--- src/rtl/lane_unpack_pkg.sv ---
package lane_unpack_pkg;
  localparam int VEC_W  = 128;
  localparam int ADDR_W = 64;
  localparam int ALIGN_BYTES = 16;
  localparam int ALIGN_LSB = $clog2(ALIGN_BYTES);

  typedef enum logic [1:0] {
    OP_LO32 = 2'b00,
    OP_HI32 = 2'b01,
    OP_LO64 = 2'b10,
    OP_HI64 = 2'b11
  } unpack_op_e;

  typedef enum logic [2:0] {
    FLT_NONE  = 3'd0,
    FLT_INVOP = 3'd1,
    FLT_DEVNA = 3'd2,
    FLT_ALIGN = 3'd3
  } fault_e;
endpackage

--- src/rtl/lane_interleave.sv ---
module lane_interleave
  import lane_unpack_pkg::*;
#(
  parameter int W = VEC_W
) (
  input  unpack_op_e   op,
  input  logic [W-1:0] dst,
  input  logic [W-1:0] src,
  output logic [W-1:0] mixed
);
  localparam int NARROW = 32;
  localparam int WIDE   = 64;
  localparam int NL     = W / NARROW;
  localparam int WL     = W / WIDE;
  localparam int NHALF  = NL / 2;
  localparam int WHALF  = WL / 2;

  logic [W-1:0] lo32, hi32, lo64, hi64;

  // Output lane 2k comes from dst, lane 2k+1 from src, both taken from the selected half.
  for (genvar k = 0; k < NHALF; k++) begin : g_narrow
    assign lo32[(2*k)*NARROW   +: NARROW] = dst[k*NARROW +: NARROW];
    assign lo32[(2*k+1)*NARROW +: NARROW] = src[k*NARROW +: NARROW];
    assign hi32[(2*k)*NARROW   +: NARROW] = dst[(k+NHALF)*NARROW +: NARROW];
    assign hi32[(2*k+1)*NARROW +: NARROW] = src[(k+NHALF)*NARROW +: NARROW];
  end

  for (genvar k = 0; k < WHALF; k++) begin : g_wide
    assign lo64[(2*k)*WIDE   +: WIDE] = dst[k*WIDE +: WIDE];
    assign lo64[(2*k+1)*WIDE +: WIDE] = src[k*WIDE +: WIDE];
    assign hi64[(2*k)*WIDE   +: WIDE] = dst[(k+WHALF)*WIDE +: WIDE];
    assign hi64[(2*k+1)*WIDE +: WIDE] = src[(k+WHALF)*WIDE +: WIDE];
  end

  always_comb begin
    unique case (op)
      OP_LO32: mixed = lo32;
      OP_HI32: mixed = hi32;
      OP_LO64: mixed = lo64;
      default: mixed = hi64;
    endcase
  end
endmodule

--- src/rtl/fault_prio.sv ---
module fault_prio
  import lane_unpack_pkg::*;
#(
  parameter int AW = ADDR_W
) (
  input  unpack_op_e    op,
  input  logic          src_is_mem,
  input  logic [AW-1:0] src_addr,
  input  logic          ctl_emulate,
  input  logic          ctl_task_sw,
  input  logic          ctl_os_xsave,
  input  logic          feat_sp,
  input  logic          feat_dp,
  input  logic          lock_pfx,
  output fault_e        fault
);
  logic feat_ok, invop, devna, misal;

  assign feat_ok = (op == OP_LO32 || op == OP_HI32) ? feat_sp : feat_dp;
  assign invop   = ctl_emulate | ~ctl_os_xsave | ~feat_ok | lock_pfx;
  assign devna   = ctl_task_sw;
  assign misal   = src_is_mem & (|src_addr[ALIGN_LSB-1:0]);

  always_comb begin
    if (invop)      fault = FLT_INVOP;
    else if (devna) fault = FLT_DEVNA;
    else if (misal) fault = FLT_ALIGN;
    else            fault = FLT_NONE;
  end
endmodule

--- src/rtl/lane_unpack_unit.sv ---
module lane_unpack_unit
  import lane_unpack_pkg::*;
(
  input  logic              clk,
  input  logic              rst_n,
  input  logic              in_valid,
  input  logic [1:0]        op_sel,
  input  logic [VEC_W-1:0]  dst_vec,
  input  logic [VEC_W-1:0]  src_vec,
  input  logic              src_is_mem,
  input  logic [ADDR_W-1:0] src_addr,
  input  logic              ctl_emulate,
  input  logic              ctl_task_sw,
  input  logic              ctl_os_xsave,
  input  logic              feat_sp,
  input  logic              feat_dp,
  input  logic              lock_pfx,
  output logic              out_valid,
  output logic [VEC_W-1:0]  result,
  output logic              fault_valid,
  output logic [2:0]        fault_code
);
  unpack_op_e       op;
  logic [VEC_W-1:0] mixed;
  fault_e           fault;

  logic             rst_sync_q, rst_n_int;
  logic             res_en, flt_en;
  logic             out_valid_d, fault_valid_d;
  logic [2:0]       fault_code_d;

  assign op = unpack_op_e'(op_sel);

  // Reset asserts asynchronously and is released on a clock edge.
  always_ff @(posedge clk or negedge rst_n) begin
    if (!rst_n) begin
      rst_sync_q <= 1'b0;
      rst_n_int  <= 1'b0;
    end else begin
      rst_sync_q <= 1'b1;
      rst_n_int  <= rst_sync_q;
    end
  end

  lane_interleave #(.W(VEC_W)) u_mix (
    .op(op), .dst(dst_vec), .src(src_vec), .mixed(mixed)
  );

  fault_prio #(.AW(ADDR_W)) u_flt (
    .op(op), .src_is_mem(src_is_mem), .src_addr(src_addr),
    .ctl_emulate(ctl_emulate), .ctl_task_sw(ctl_task_sw),
    .ctl_os_xsave(ctl_os_xsave), .feat_sp(feat_sp), .feat_dp(feat_dp),
    .lock_pfx(lock_pfx), .fault(fault)
  );

  always_comb begin
    res_en        = in_valid && (fault == FLT_NONE);
    flt_en        = in_valid && (fault != FLT_NONE);
    out_valid_d   = res_en;
    fault_valid_d = flt_en;
    fault_code_d  = flt_en ? fault : fault_code;
  end

  always_ff @(posedge clk or negedge rst_n_int) begin
    if (!rst_n_int) begin
      out_valid   <= 1'b0;
      fault_valid <= 1'b0;
      fault_code  <= 3'd0;
    end else begin
      out_valid   <= out_valid_d;
      fault_valid <= fault_valid_d;
      fault_code  <= fault_code_d;
    end
  end

  always_ff @(posedge clk or negedge rst_n_int) begin
    if (!rst_n_int)  result <= '0;
    else if (res_en) result <= mixed;
  end

  AST_EXCLUSIVE_OUT: assert property (@(posedge clk) disable iff (!rst_n_int)
    !(out_valid && fault_valid));
  AST_VALID_NEEDS_REQ: assert property (@(posedge clk) disable iff (!rst_n_int)
    !in_valid |=> !out_valid && !fault_valid);
  AST_RESULT_HOLD: assert property (@(posedge clk) disable iff (!rst_n_int)
    !out_valid |-> $stable(result) || $past(!rst_n_int));
  AST_CODE_LEGAL: assert property (@(posedge clk) disable iff (!rst_n_int)
    fault_valid |-> (fault_code >= 3'd1 && fault_code <= 3'd3));
  AST_LOCK_INVOP: assert property (@(posedge clk) disable iff (!rst_n_int)
    in_valid && lock_pfx |=> fault_valid && fault_code == 3'd1);
  AST_TS_FAULTS: assert property (@(posedge clk) disable iff (!rst_n_int)
    in_valid && ctl_task_sw |=> fault_valid && fault_code != 3'd3);
endmodule

--- config.mk ---
export PLATFORM = sky130hd
export DESIGN_NAME = lane_unpack_unit
export DESIGN_NICKNAME = d
export VERILOG_FILES = /design/src/rtl/lane_unpack_pkg.sv /design/src/rtl/lane_interleave.sv /design/src/rtl/fault_prio.sv /design/src/rtl/lane_unpack_unit.sv
export SDC_FILE = /design/constraint.sdc
export NUM_CORES = 1
export LEC_CHECK = 0
export ABC_AREA = 1
export BUFFER_PORTS_ARGS = -buffer_cell sky130_fd_sc_hd__clkbuf_2
export CORE_AREA = 8 8 172 174
export CTS_BUF_LIST = sky130_fd_sc_hd__clkbuf_4 sky130_fd_sc_hd__clkbuf_8
export CTS_CLUSTER_DIAMETER = 200
export CTS_CLUSTER_SIZE = 8
export DETAILED_ROUTE_END_ITERATION = 6
export DIE_AREA = 0 0 180 182
export GPL_TIMING_DRIVEN = 0
export RECOVER_POWER = 50
export SLEW_MARGIN = 25
export SYNTH_ARGS = -nofsm -noshare
export SYNTH_HDL_FRONTEND = slang
export SYNTH_SLANG_ARGS = --single-unit
--- constraint.sdc ---
create_clock -name clk -period 8.5 [get_ports clk]
set_input_delay 0.85 -clock clk [delete_from_list [all_inputs] [get_ports clk]]
set_output_delay 0.85 -clock clk [all_outputs]
set_load 0.005 [all_outputs]
==> results.toml <==
[setup_path]
cp_top_family = "buffers and inverters"
timing.rr.end = "result[117]"
critPathLaunch = "rst_n_int"
worstReg2RegStart = "rst_n_int"
critPathKind = "register to asynchronous set/reset pin"
reg2regPathDepth = 1
start_kind = "register"
end_kind = "asynchronous set/reset pin"
crit_fanout = 49
cp.arrival_ps = 3920
crit_path_cell_trace = "clkbuf_1"
rrSetupSlack_ps = 4500
worstPathRequired_ps = 8420
cp.depth = 1
cp_num_buf_inv = 1
cpPeakStageDelay_ps = 2070
worstSetupEndpoint = "result[117]"
slowest_stage = "clkbuf_1"

[timing]
fin_crit_sh_pct = 47.0
fin_setup_tns_ps = 0
setup_slack_ps = 4500
holdWs_ps = 166
hold_viol = 0
slew_violations = 102
finalClockSkew_ps = 25.0
max_freq_mhz = 250
relSlewSlack_pct = -88.9
layout_min_cycle_time_ps = 4000
tightest_slew_ps = 2830
setup_viol = 0
rsz0062_at_grt = "false"

[grt]
grt-ovfl-total = 0
antenna_found_initial = 0
grt_usage_pct = 21.7
first_global_vias = 9614
grt_pass1_wl_um = 55700
grt_max_degree = 52

[floorplanning]
rows = 60
ioPinCount = 465
die_h_um = 182
start_util_pct = 28.3
die_w_um = 180
coreArea_mm2 = 0.0267
dieArea_mm2 = 0.0328

[cts]
clk_path_buf_depth = 2
cts_buffers = 17
cts_sinks = 134
cts_tree = "built"
holdBufCountCts = 0
post-cts-setup-buffers = 0
insertion_delay_ps = 440
path_clk_slew_ps = 100
cts-htree-levels = 4
clockRootBuffer = "clkbuf_8"
ctsResizeCount = 0

[layout]
syn_to_final_growth_pct = 36.4
drive_gt1_share_pct = 27.7
fin_cells = 1919
antennaDiodeCount = 0
num-nets-final = 1897

[drt]
first_pass_iters = 6
ant_nets = 0
dr_total_vias = 9268
drt-total-wl_um = 36300
drc_errors = 0
drt-initial-drc-count = 680
wl_per_cell_um = 18.9
vias_per_cell = 4.83

[run_status]
status = "complete, but fails checks"
violations = "capacitance limit, slew limit"

[yosys]
synth-warning-count = 0
synth_seq_cells = 134
yosysSeqAreaShare_pct = 44.5
syn_inst = 1142
netlist_area_mm2 = 0.00754
synth_fp_nets = 1474
synth_cell_types = 19
synth.avg_cell_area_um2 = 6.61

[power_and_ir_drop]
leakage_uw = 0.00605
ir_worst_vdd_uv = 76.1
powerDensity_mw_per_mm2 = 163

[place]
placed_cells = 1887
io_buffers = 402
preCtsSetupSlack_ps = 6020
dp_hpwl_um = 28800
globalplace.congestion = 0.939

[run]
drv_cap = 2

[min_path]
hp-class = "input port to asynchronous set/reset pin"
[layout make-up]
| type | instances | area, um2 |
|---|---|---|
| inverter | 7 | 27.5 |
| multi-input combinational | 926 | 3730 |
| sequential | 134 | 3350 |
| clock inverter | 14 | 130 |
| clock buffer | 18 | 241 |
| tap | 341 | 427 |
| fill | 3006 | 16400 |
| timing repair buffer | 404 | 1960 |
| buffer | 75 | 420 |
[sequential cells by signal (all words and copies together), names as in the netlist]
| register | count |
|---|---|
| result | 128 |
| fault_code | 2 |
| rst_n_int | 1 |
| out_valid | 1 |
| fault_valid | 1 |
| rst_sync_q | 1 |
[metrics by stage]
stage | power (uW) | instance area (um2) | utilization (%)
global route | 1780 | 10300 | 38.6
global placement | 1170 | 9980 | 37.5
finish | 1670 | 10300 | 38.6
CTS | 1710 | 10400 | 39.1
detailed placement | 1180 | 10000 | 37.7
floorplan | 937 | 7540 | -
[synth_stat cells (all sizes together)]
library cell	n	area, um2
conb	2	7.51
inv	6	25.0
a21boi	1	7.51
nor2	8	35.0
nand2	784	2940
buf	56	359
a21oi	1	5.00
nand4	64	400
clkinv	1	3.75
dfrtp	134	3350
clkbuf	19	71.3
o21bai	1	7.51
nand3	65	325
[cell families (layout without fill, tap and decap cells)]
kind of cell,count (synthesis),after routing,synth area share [%]
flops,134,134,44.5
buf+inv,82,518,6.09
compound gates,3,3,0.265
other cells,2,2,0.0996
simple gates,921,921,49.1
[layout by cell type, fill, tap and decap left out, types with 7 or more instances in the layout]
cell type / n
nand2_1: 784
clkbuf_2: 354
dfrtp_1: 134
clkbuf_1: 71
nand3_1: 65
nand4_1: 64
buf_2: 33
clkbuf_8: 17
buf_6: 12
buf_1: 7
[worst min-delay path by stage]
stage | slack, ps | start | depth (start not counted) | endpoint
final | 170 | rst_n | 1 | rst_sync_q
after global routing | 140 | rst_n | 1 | rst_sync_q
after CTS | 130 | rst_n | 1 | rst_n_int
after detailed placement | 340 | rst_n_int | 0 | result[49]
after global placement | 340 | rst_sync_q | 0 | rst_n_int
after floorplan | 330 | rst_sync_q | 0 | rst_n_int
[power by group]
part	leakage, uW	total [uW]	internal (uW)	switching [uW]
registers	0.00179	770	718	51.9
logic	0.00406	386	158	228
clock network	0.000187	518	237	280
total	0.00605	1670	1110	561
[routing by layer]
metal  vias up  wire length (um)  track usage (%)
met5         -                 0                0
met4         0               692             6.54
met3        45              3900             7.50
met2       511             17200             37.3
met1      4294             14400             25.2
li1       4418                 -                -
(Power assumes the default switching activity.)
